==> config.mk <==
export PLATFORM = sky130hd
export DESIGN_NAME = frac_bcd_serial
export DESIGN_NICKNAME = d
export VERILOG_FILES = /design/src/rtl/frac_bcd_serial.sv
export SDC_FILE = /design/constraint.sdc
export NUM_CORES = 1
export LEC_CHECK = 0
export BUFFER_PORTS_ARGS = -buffer_cell sky130_fd_sc_hd__buf_2
export CAP_MARGIN = 40
export CORE_ASPECT_RATIO = 0.9
export CORE_MARGIN = 4
export CORE_UTILIZATION = 35
export DETAILED_ROUTE_END_ITERATION = 10
export GPL_ROUTABILITY_DRIVEN = 0
export GPL_TIMING_DRIVEN = 0
export PLACE_DENSITY = 0.53
export SYNTH_ARGS = -nofsm -noshare
export SYNTH_HDL_FRONTEND = slang
export SYNTH_SLANG_ARGS = --single-unit
==> constraint.sdc <==
create_clock -name clk -period 3 [get_ports clk]
set_clock_uncertainty 0.15 [all_clocks]
set_input_delay 0.3 -clock clk [delete_from_list [all_inputs] [get_ports clk]]
set_output_delay 0.3 -clock clk [all_outputs]
set_load 0.02 [all_outputs]
==> src/rtl/frac_bcd_serial.sv <==
module frac_bcd_serial #(
  parameter int FRAC_W = 19,
  parameter int DIGITS = 6
) (
  input  logic                  clk,
  input  logic                  rst_n,
  input  logic                  start,
  input  logic [FRAC_W-1:0]     frac_in,
  output logic                  busy,
  output logic                  done,
  output logic [4*DIGITS-1:0]   bcd_out
);
  localparam int BCD_W = 4 * DIGITS;
  localparam int CNT_W = $clog2(FRAC_W + 1);
  localparam logic [CNT_W-1:0] LAST = CNT_W'(FRAC_W - 1);

  logic [FRAC_W-1:0] bin_q;
  logic [BCD_W-1:0]  bcd_q;
  logic [CNT_W-1:0]  cnt_q;
  logic              lsb_q;
  logic              busy_q;
  logic              done_q;

  logic [BCD_W-1:0]  shifted;
  logic [BCD_W-1:0]  fixed;
  logic              accept;
  logic              last_step;

  assign shifted   = {bin_q[0], bcd_q[BCD_W-1:1]};
  assign accept    = start && !busy_q;
  assign last_step = busy_q && (cnt_q == LAST);

  for (genvar g = 0; g < DIGITS; g++) begin : g_dig
    logic [3:0] d;
    assign d = shifted[4*g +: 4];
    assign fixed[4*g +: 4] = (d > 4'd7) ? d - 4'd3 : d;
  end

  always_ff @(posedge clk or negedge rst_n) begin
    if (!rst_n) begin
      bin_q  <= '0;
      bcd_q  <= '0;
      cnt_q  <= '0;
      lsb_q  <= 1'b0;
      busy_q <= 1'b0;
      done_q <= 1'b0;
    end else begin
      done_q <= 1'b0;
      if (accept) begin
        bin_q  <= frac_in;
        lsb_q  <= frac_in[0];
        bcd_q  <= '0;
        cnt_q  <= '0;
        busy_q <= 1'b1;
      end else if (busy_q) begin
        bin_q <= {1'b0, bin_q[FRAC_W-1:1]};
        cnt_q <= cnt_q + 1'b1;
        if (last_step) begin
          bcd_q  <= {fixed[BCD_W-1:1], lsb_q};
          busy_q <= 1'b0;
          done_q <= 1'b1;
        end else begin
          bcd_q <= fixed;
        end
      end
    end
  end

  assign busy    = busy_q;
  assign done    = done_q;
  assign bcd_out = bcd_q;

  AST_DONE_PULSE: assert property (@(posedge clk) disable iff (!rst_n)
    done |=> !done);
  AST_DONE_NOT_BUSY: assert property (@(posedge clk) disable iff (!rst_n)
    done |-> !busy && $past(busy));
  AST_START_IGNORED: assert property (@(posedge clk) disable iff (!rst_n)
    (busy && start && !last_step) |=> busy && !done);
  AST_IDLE_HOLD: assert property (@(posedge clk) disable iff (!rst_n)
    (!busy && !start) |=> $stable(bcd_out));
  AST_LOAD_CLEAR: assert property (@(posedge clk) disable iff (!rst_n)
    (start && !busy) |=> busy && bcd_out == '0);
  AST_PARITY: assert property (@(posedge clk) disable iff (!rst_n)
    done |-> bcd_out[0] == lsb_q);

  for (genvar k = 0; k < DIGITS; k++) begin : g_chk
    AST_DIGIT_DECIMAL: assert property (@(posedge clk) disable iff (!rst_n)
      done |-> bcd_out[4*k +: 4] <= 4'd9);
  end
endmodule

==> metrics.md, run 1 <==
| Metric | Value |
|---|---|
| Status | `finished clean` |
| Largest net degree at the start of global routing | `30` |
| Share of the synthesized area in the top cell type | `49.1%` |
| Worst-path cell chain | `buf_2` |
| Horiz. Die Dim | `98.8 µm` |
| Core Region | `0.00715 mm²` |
| Drt initial violations | `112` |
| Hold slack | `0.0976 ns` |
| Yosys top cell by area | `dfrtp_1` |
| Vias | `1,943` |
| Slew HR | `61.4%` |
| Std-Cell Rows | `29` |
| Avg WL per Cell | `15.0 µm` |
| Req. time, crit path | `2.55 ns` |
| Die H | `89.7 µm` |
| VDD IR-drop max | `296 µV` |
| Initial Util | `36.3%` |
| Crit-path leading delay family | `flip-flops` |
| PortBufs | `47` |
| Max Root-Sink Buffers | `2` |
| Number of synthesized flops with an enable pin | `0` |
| Worst slew pin tran | `0.579 ns` |
| Fmax | `681 MHz` |
| Yosys cell types | `30` |
| Nets | `335` |
| Worst-Skew Late Latency | `0.30 ns` |
| Vias in the first global route | `1,939` |
| Yosys warnings | `0` |
| CTS sink count | `51` |
| Number of routed nets with antenna violations | `0` |
| Crit share post-route | `49.0%` |
| First-pass GRT wire length | `10.2 mm` |
| Main synth FF type | `dfrtp_1` |
| Synth-to-layout area growth | `17.5%` |
| CP max stage delay | `0.49 ns` |
| Buf+Inv Stages, Crit Path | `1` |
| Top post-synthesis cells by count | `dfrtp_1, nand2_1, o21ai_0` |
| Routed WL | `5.96 mm` |
| Final Max Tran Viols | `0` |
| Layout cell share with drive strength beyond 1 | `24.7%` |
| Syn Area/Cell | `10.4 µm²` |
| Leak | `1.51 nW` |
| H-Tree Depth | `2` |
| Seq/Total Area, Yosys | `49.1%` |
| Power Density | `965 mW/mm²` |
| Yosys reg bits | `51` |
| Vias per cell | `4.89` |
| Final setup violation count | `0` |
| Slowest-stage cell, CP | `dfrtp_1` |
| Worst setup SP type | `flop` |
| Mapped Nets | `279` |
| Clock Tree Root | `clkbuf_8` |
| Post-CTS setup buffer count | `0` |
| First-pass detailed-route iteration total | `4` |
| DP HPWL | `4.13 mm` |
| Max Cap Violations | `0` |
| RSZ-0062 raised after global routing | `no` |
| GRT Util Overall | `14.3%` |
| Share of flip-flops with an asynchronous set or reset | `100%` |
| Minimum clock period | `1.47 ns` |
| Cell Area, Synth | `0.00260 mm²` |
| Crit-path max FO | `6` |
| CTS clk-pin slew, worst paths | `0.09 ns` |
| Final hold violations | `0` |
| DRC Markers | `0` |
| Most frequent cell after synthesis | `dfrtp_1` |
| Setup TNS | `0 ns` |
| Area contributors post-synth | `dfrtp_1, mux2i_1, nand2_1, o21ai_0, nand2b_1` |
| Hold crit path type | `input pin to flop` |
| Syn Inst Count | `249` |
| Gr ovfl total | `0` |
| Critical Path AT | `1.02 ns` |
| DIE AREA | `0.00887 mm²` |
| CP Class | `flop to primary output` |
| # diodes | `0` |
| Antenna violations before repair | `0` |
| Setup crit end kind | `primary output` |
| Design Power | `2.94 mW` |
| IO Pins | `48` |
| CTS tree | `built` |
| CTS buffer count | `5` |
-- path summary, 6_finish.rpt --
check                             from          end  slack [ns]  depth (start not counted)
max in group asynchronous        rst_n    bin_q[15]        1.77                          3
min in group asynchronous        rst_n  bcd_out[14]        0.37                          2
setup / recovery            bcd_out[8]   bcd_out[8]        1.53                          1
hold reg to reg              bin_q[14]    bin_q[13]        0.34                          2
hold / removal             frac_in[18]    bin_q[18]         0.1                          3
setup reg to reg            bcd_out[5]   bcd_out[5]        1.56                          4
-- per-layer routing --
layer / part of all wire, % / up-vias / track usage, %
li1: - / 957 / -
met5: 0 / - / 0
met3: 5.6 / 2 / 3.79
met4: 0.77 / 0 / 4.44
met2: 45 / 46 / 21.9
met1: 48 / 938 / 19.8
-- power by group --
| group | switching, mW | leakage, nW | total, mW | internal, mW |
|---|---|---|---|---|
| logic | 0.685 | 0.813 | 1.30 | 0.613 |
| registers | 0.303 | 0.656 | 1.27 | 0.964 |
| clock network | 0.223 | 0.0371 | 0.379 | 0.157 |
| total | 1.21 | 1.51 | 2.94 | 1.73 |
-- cell usage in the layout (no fill, tap or decap), drive strengths merged, types with 2 or more instances in the layout --
| master | count |
|---|---|
| dfrtp | 51 |
| inv | 2 |
| mux2i | 21 |
| clkbuf | 8 |
| buf | 61 |
| xnor2 | 6 |
| nor2b | 4 |
| nand2 | 43 |
| nor2 | 3 |
| mux2 | 8 |
| nor3b | 5 |
| nand4 | 2 |
| nand3 | 4 |
| and4b | 2 |
| nand2b | 17 |
| xor2 | 6 |
| a21oi | 7 |
| a21o | 5 |
| ha | 8 |
| o21ai | 37 |
-- worst register-to-register path, cell delays in order, from the launching register on --
cell and delay [ns]:
dfrtp_1 0.46, ha_1 0.31, mux2_2 0.26, nand2_1 0.06, o21ai_0 0.07
-- registers in the layout, summed over array words and instances, names as in the netlist --
name	count
bcd_out	24
bin_q	19
busy	1
cnt_q	5
done	1
lsb_q	1
-- per-stage QoR --
stage	instance area (µm²)	util, %	instances	worst slack [ns]
floorplan	2600	-	249	1.57
global placement	2950	41.3	389	1.45
detailed placement	2970	41.5	390	1.58
CTS	3050	42.7	397	1.53
global route	3050	42.7	397	1.46
finish	3050	42.7	397	1.53
-- repair_timing --
item,4_1_cts,5_1_grt
hold endpoints to repair,22,0
hold buffers,1,0
gates resized for setup,0,0
-- final cells by class --
cell class	count	area [µm²]
clock buffer	6	72.6
buffer	15	120
inverter	2	7.51
multi-input combinational	181	1190
timing repair buffer	49	265
fill	687	4100
sequential	51	1280
tap	93	116
-- kinds of logic (layout without fill, tap and decap cells) --
kind of cell    Yosys count  count (layout)  share of synthesized area (%)
compound gates           52              52                           11.0
fa+ha+maj                 8               8                           3.85
mux                      29              29                           11.6
flops                    51              51                           49.1
simple gates             80              80                           15.5
buf+inv                  17              72                           4.91
xor+xnor                 12              12                           4.05
(Power assumes the default switching activity.)
==> run 2, diff against run 1 <==
- clock period: 3 -> 1.5 ns (I/O delays scaled with it)
==> run 2 against run 1 <==
Effect of this change: final area up 5.5%; largest power group unchanged; via count grew 3.5%; sequential share of layout area shrank 2.2 points; highest routed layer unchanged; clock-buffer cell count is the same; routed wire length is 0.89% higher; worst hold slack got worse by 0.092 ns; combinational power up 100%.
==> metrics.md, run 2 (synthesis results as in run 1) <==
| Metric | Value |
|---|---|
| Status | `finished clean` |
| # diodes | `0` |
| CTS clk-pin slew, worst paths | `0.09 ns` |
| Setup crit end kind | `flop` |
| RSZ-0062 raised after global routing | `no` |
| Register area | `0.00128 mm²` |
| Vias per cell | `4.86` |
| Hold Path Depth | `3` |
| Leak | `1.58 nW` |
| Design Power | `5.94 mW` |
| Biggest regs | `bcd_out: 24 flops, bin_q: 19 flops, cnt_q: 5 flops` |
| Critical Path Source | `bcd_out[5]` |
| GR peak layer | `met2` |
| GRT Util Overall | `14.5%` |
| Req. time, crit path | `1.53 ns` |
| Max Cap Violations | `0` |
| Placed Instances | `390` |
| Max FFs per register | `24` |
| Most frequent cells in the layout | `buf_2, dfrtp_1, nand2_1, o21ai_0, mux2i_1` |
| Crit share post-route | `96.0%` |
| Avg WL per Cell | `14.5 µm` |
| Hold crit path type | `input pin to flop` |
| DRC Markers | `0` |
| Critical Path AT | `1.47 ns` |
| Commonest non-fill, non-tap cell in the layout | `buf_2` |
| Setup TNS | `0 ns` |
| Power Density | `1840 mW/mm²` |
| Final Max Tran Viols | `0` |
| Nets | `352` |
| R2R setup slack | `0.06 ns` |
| CP Class | `flop to flop` |
| First-pass GRT wire length | `10.4 mm` |
| Worst setup SP type | `flop` |
| Final non-filler cell total | `414` |
| Initial Util | `36.3%` |
| Largest net degree at the start of global routing | `30` |
| CTS tree | `built` |
| Max Root-Sink Buffers | `2` |
| H-Tree Depth | `2` |
| GR Layer Usage met2 | `22.8%` |
| Horiz. Die Dim | `98.8 µm` |
| CTS buffer count | `5` |
| Largest reg by FF count | `bcd_out` |
| Gr ovfl total | `0` |
| Die H | `89.7 µm` |
| Multi-input gate area | `0.00119 mm²` |
| CTS sink count | `51` |
| Worst setup margin | `0.0601 ns` |
| Final setup violation count | `0` |
| Final hold violations | `0` |
| IO Pins | `48` |
| DIE AREA | `0.00887 mm²` |
| Fill cells | `670` |
| Slew HR | `61.4%` |
| GR Util met3 | `3.33%` |
| Util after Layout | `45.1%` |
| Minimum clock period | `1.44 ns` |
| Crit-path max FO | `5` |
| Core Region | `0.00715 mm²` |
| DP HPWL | `4.13 mm` |
| Worst slew pin tran | `0.579 ns` |
| Layout cell share with drive strength beyond 1 | `24.0%` |
| Routed WL | `6.01 mm` |
| Pre-CTS setup slack | `0.0770 ns` |
| First-pass detailed-route iteration total | `4` |
| Fmax | `695 MHz` |
| Clock Tree Root | `clkbuf_8` |
| Number of routed nets with antenna violations | `0` |
| Synth-to-layout area growth | `24.0%` |
| PortBufs | `47` |
| VDD IR-drop max | `579 µV` |
| Vias in the first global route | `2,010` |
| Drt initial violations | `108` |
| Antenna violations before repair | `0` |
| R2r endpoint | `bcd_out[5]` |
| Worst R2R Start | `bcd_out[5]` |
| Vias | `2,011` |
| R2r worst-path depth | `4` |
| Std-Cell Rows | `29` |
| Worst-Skew Late Latency | `0.30 ns` |
| Hold path start | `frac_in[15]` |
| Grt met1 use | `19.9%` |
| Worst hold path endpoint | `bin_q[15]` |
==> run 2: changes by cell type in the layout (fill, tap and decap cells not counted), sizes merged <==
cell         before  now
buf              61   62
dlygate4sd3       1   17
==> run 2: repair_timing <==
action	CTS	global route
setup buffers	0	1
endpoints found under the setup margin	0	1
resized for setup	0	1
hold buffers	16	1
endpoints found under the hold margin	38	1
==> run 2: worst max-delay path by stage <==
stage,end,slack [ns]
global placement,bcd_out[5],0.09
CTS,bcd_out[5],0.06
detailed placement,bcd_out[5],0.08
global route,bcd_out[5],0.0007
finish,bcd_out[5],0.06
floorplan,bcd_out[17],0.07
==> run 2: final cells by class <==
cell class                      instances  share of cell area [%]
Buffer                                 15                    3.73
Sequential cell                        51                    39.7
Clock buffer                            6                    2.25
Multi-Input combinational cell        181                    37.1
Inverter                                2                   0.233
Tap cell                               93                    3.61
Timing Repair Buffer                   66                    13.4
==> run 2: where the power goes <==
| group | leakage [nW] | internal [mW] | switching [mW] |
|---|---|---|---|
| Clock | 0.0371 | 0.313 | 0.445 |
| Combinational | 0.885 | 1.27 | 1.39 |
| Sequential | 0.655 | 1.93 | 0.596 |
| Total | 1.58 | 3.51 | 2.43 |
==> run 2: critical path, cell delays in order (launching register included) <==
cell	delay, ns
dfrtp_1	0.47
ha_1	0.31
mux2_2	0.26
nand2_1	0.06
o21ai_0	0.07
==> run 2: routing by layer <==
| metal | wire length [µm] | up-vias |
|---|---|---|
| li1 | - | 993 |
| met1 | 2900 | 975 |
| met2 | 2770 | 41 |
| met3 | 292 | 2 |
| met4 | 46 | 0 |
| met5 | 0 | - |
==> run 2: metrics by stage <==
stage | area (µm²) | hold WS [ns]
after floorplan | 2600 | -0.296
after global placement | 2950 | 0.263
after detailed placement | 2970 | 0.0392
after CTS | 3200 | 0.000249
after global routing | 3220 | 0.00488
final | 3220 | 0.00537
==> run 3, diff against run 2 <==
- CORE_ASPECT_RATIO: 0.9 -> 1.75
- PLACE_DENSITY: 0.53 -> 0.55
- clock period: 1.5 -> 1.2 ns (I/O delays scaled with it)
==> run 3 against run 2 <==
Effect of this change: clock power grew 99%; clock-buffer cell count is the same; the flow now finishes with violations (setup timing); first-iteration DRC count down 13%; highest routed layer unchanged; fmax rose by 9.5%.
==> metrics.md, run 3 (synthesis results as in run 1) <==
| Metric | Value |
|---|---|
| Status | `finished, violations left` |
| Violated checks | `setup timing` |
| Gr ovfl total | `0` |
| Nets | `391` |
| Largest net degree at the start of global routing | `29` |
| Layout cell share with drive strength beyond 1 | `45.3%` |
| CTS clk-pin slew, worst paths | `0.08 ns` |
| Hold crit path type | `input pin to flop` |
| # diodes | `0` |
| Req. time, crit path | `1.22 ns` |
| Final hold violations | `0` |
| Minimum clock period | `1.31 ns` |
| DRC Markers | `0` |
| DP HPWL | `4.27 mm` |
| H-Tree Depth | `2` |
| Max FFs per register | `24` |
| Synth-to-layout area growth | `56.6%` |
| Std-Cell Rows | `41` |
| Vias per cell | `4.97` |
| DIE AREA | `0.00892 mm²` |
| Clock Tree Root | `clkbuf_16` |
| GRT Util Overall | `16.1%` |
| Final non-filler cell total | `448` |
| Number of routed nets with antenna violations | `0` |
| Part of the power in the clock network | `14.5%` |
| IO Pins | `48` |
| Setup crit end kind | `flop` |
| Horiz. Die Dim | `73.1 µm` |
| Worst setup SP type | `flop` |
| Pre-CTS setup slack | `-0.153 ns` |
| Design Power | `10.4 mW` |
| Largest reg by FF count | `bcd_out` |
| Slew HR | `66.7%` |
| Biggest regs | `bcd_out: 24 flops, bin_q: 19 flops, cnt_q: 5 flops` |
| Worst-Skew Late Latency | `0.30 ns` |
| Crit share post-route | `110%` |
| Vias in the first global route | `2,214` |
| CP Class | `flop to flop` |
| First-pass detailed-route iteration total | `4` |
| Final setup violation count | `61` |
| CTS buffer count | `5` |
| Core Region | `0.00723 mm²` |
| VDD IR-drop max | `1050 µV` |
| Crit-path max FO | `2` |
| Max Cap Violations | `0` |
| Most frequent cells in the layout | `nand2_1, dfrtp_1, o21ai_1, buf_2, buf_6` |
| Avg WL per Cell | `15.3 µm` |
| Worst setup margin | `-0.114 ns` |
| Sw Ratio | `36.8%` |
| Fmax | `761 MHz` |
| CTS tree | `built` |
| First-pass GRT wire length | `11.0 mm` |
| Routed WL | `6.87 mm` |
| RSZ-0062 raised after global routing | `yes` |
| Worst slew pin tran | `0.499 ns` |
| Power Density | `2550 mW/mm²` |
| Leak | `1.91 nW` |
| Critical Path AT | `1.33 ns` |
| Vias | `2,225` |
| Combinational share of power | `54.5%` |
| Util after Layout | `56.2%` |
| PortBufs | `47` |
| Final Max Tran Viols | `0` |
| CTS sink count | `51` |
| Drt initial violations | `94` |
| Sequential power share | `30.9%` |
| Placed Instances | `383` |
| NetSw | `3.82 mW` |
| Commonest non-fill, non-tap cell in the layout | `nand2_1` |
| Antenna violations before repair | `0` |
| Initial Util | `35.9%` |
| Die H | `122 µm` |
| Hold slack | `0.120 ns` |
| Int Pwr | `6.55 mW` |
| Max Root-Sink Buffers | `2` |
-- run 3: changes by cell type in the layout (fill, tap and decap cells not counted), moves of 18 or more --
| cell | previous run | this run |
|---|---|---|
| buf_2 | 52 | 30 |
| o21ai_0 | 23 | 4 |
| dfrtp_2 | 1 | 19 |
| dfrtp_1 | 50 | 32 |
| buf_4 | 4 | 26 |
| buf_6 | 4 | 29 |
-- run 3: routing by layer --
layer	vias up	share of wire, %	global-route usage (%)
li1	1076	-	-
met1	1091	39	19.1
met2	42	55	27.6
met3	16	3.1	2.73
met4	0	3.1	7.62
met5	-	0	0
-- run 3: path summary, 6_finish.rpt --
kind | startpoint | slack [ns] | depth (start not counted) | endpoint
min reg2reg | bin_q[4] | 0.34 | 2 | bin_q[3]
min in group asynchronous | rst_n | 0.15 | 2 | done
max in group asynchronous | rst_n | 0.28 | 3 | bcd_out[17]
min | start | 0.12 | 3 | cnt_q[0]
max | bcd_out[9] | -0.11 | 4 | bcd_out[9]
max reg2reg | bcd_out[9] | -0.11 | 4 | bcd_out[9]
-- run 3: stage by stage --
stage	instance area [µm²]	setup TNS, ns
2_1_floorplan	2740	-2.17
3_3_place_gp	3090	-11.94
3_5_place_dp	3110	-3.53
4_1_cts	3900	-3.63
5_1_grt	4070	-5.59
6_report	4070	-3.48
-- run 3: final cells by class --
type | instances | area [µm²]
sequential | 51 | 1300
fill | 653 | 3170
timing repair buffer | 105 | 891
clock buffer | 6 | 139
inverter | 2 | 7.51
tap | 86 | 108
clock inverter | 2 | 16.3
buffer | 15 | 213
multi-input combinational | 181 | 1390
-- run 3: critical path, cell delays in order, from the launching register on --
cell     delay [ns]
dfrtp_2        0.43
ha_4           0.24
mux2_4         0.26
nand2_2        0.05
o21ai_1        0.06
-- run 3: repair_timing --
action                                  in CTS  in global routing
gates cloned                                 0                  1
pin swaps                                   11                  5
gates resized for setup                     66                 24
hold buffers                                20                  0
hold endpoints to repair                    43                  0
setup buffers                               27                  9
endpoints found under the setup margin      56                 77
-- run 3: power groups by stage --
stage          Combinational (mW)  Clock (mW)  Sequential [mW]
2_1_floorplan                2.35           0             3.58
3_3_place_gp                 3.59           0             3.30
3_5_place_dp                 3.66           0             3.32
4_1_cts                      5.16        1.56             3.19
5_1_grt                      6.18        1.62             3.31
6_report                     5.65        1.51             3.21
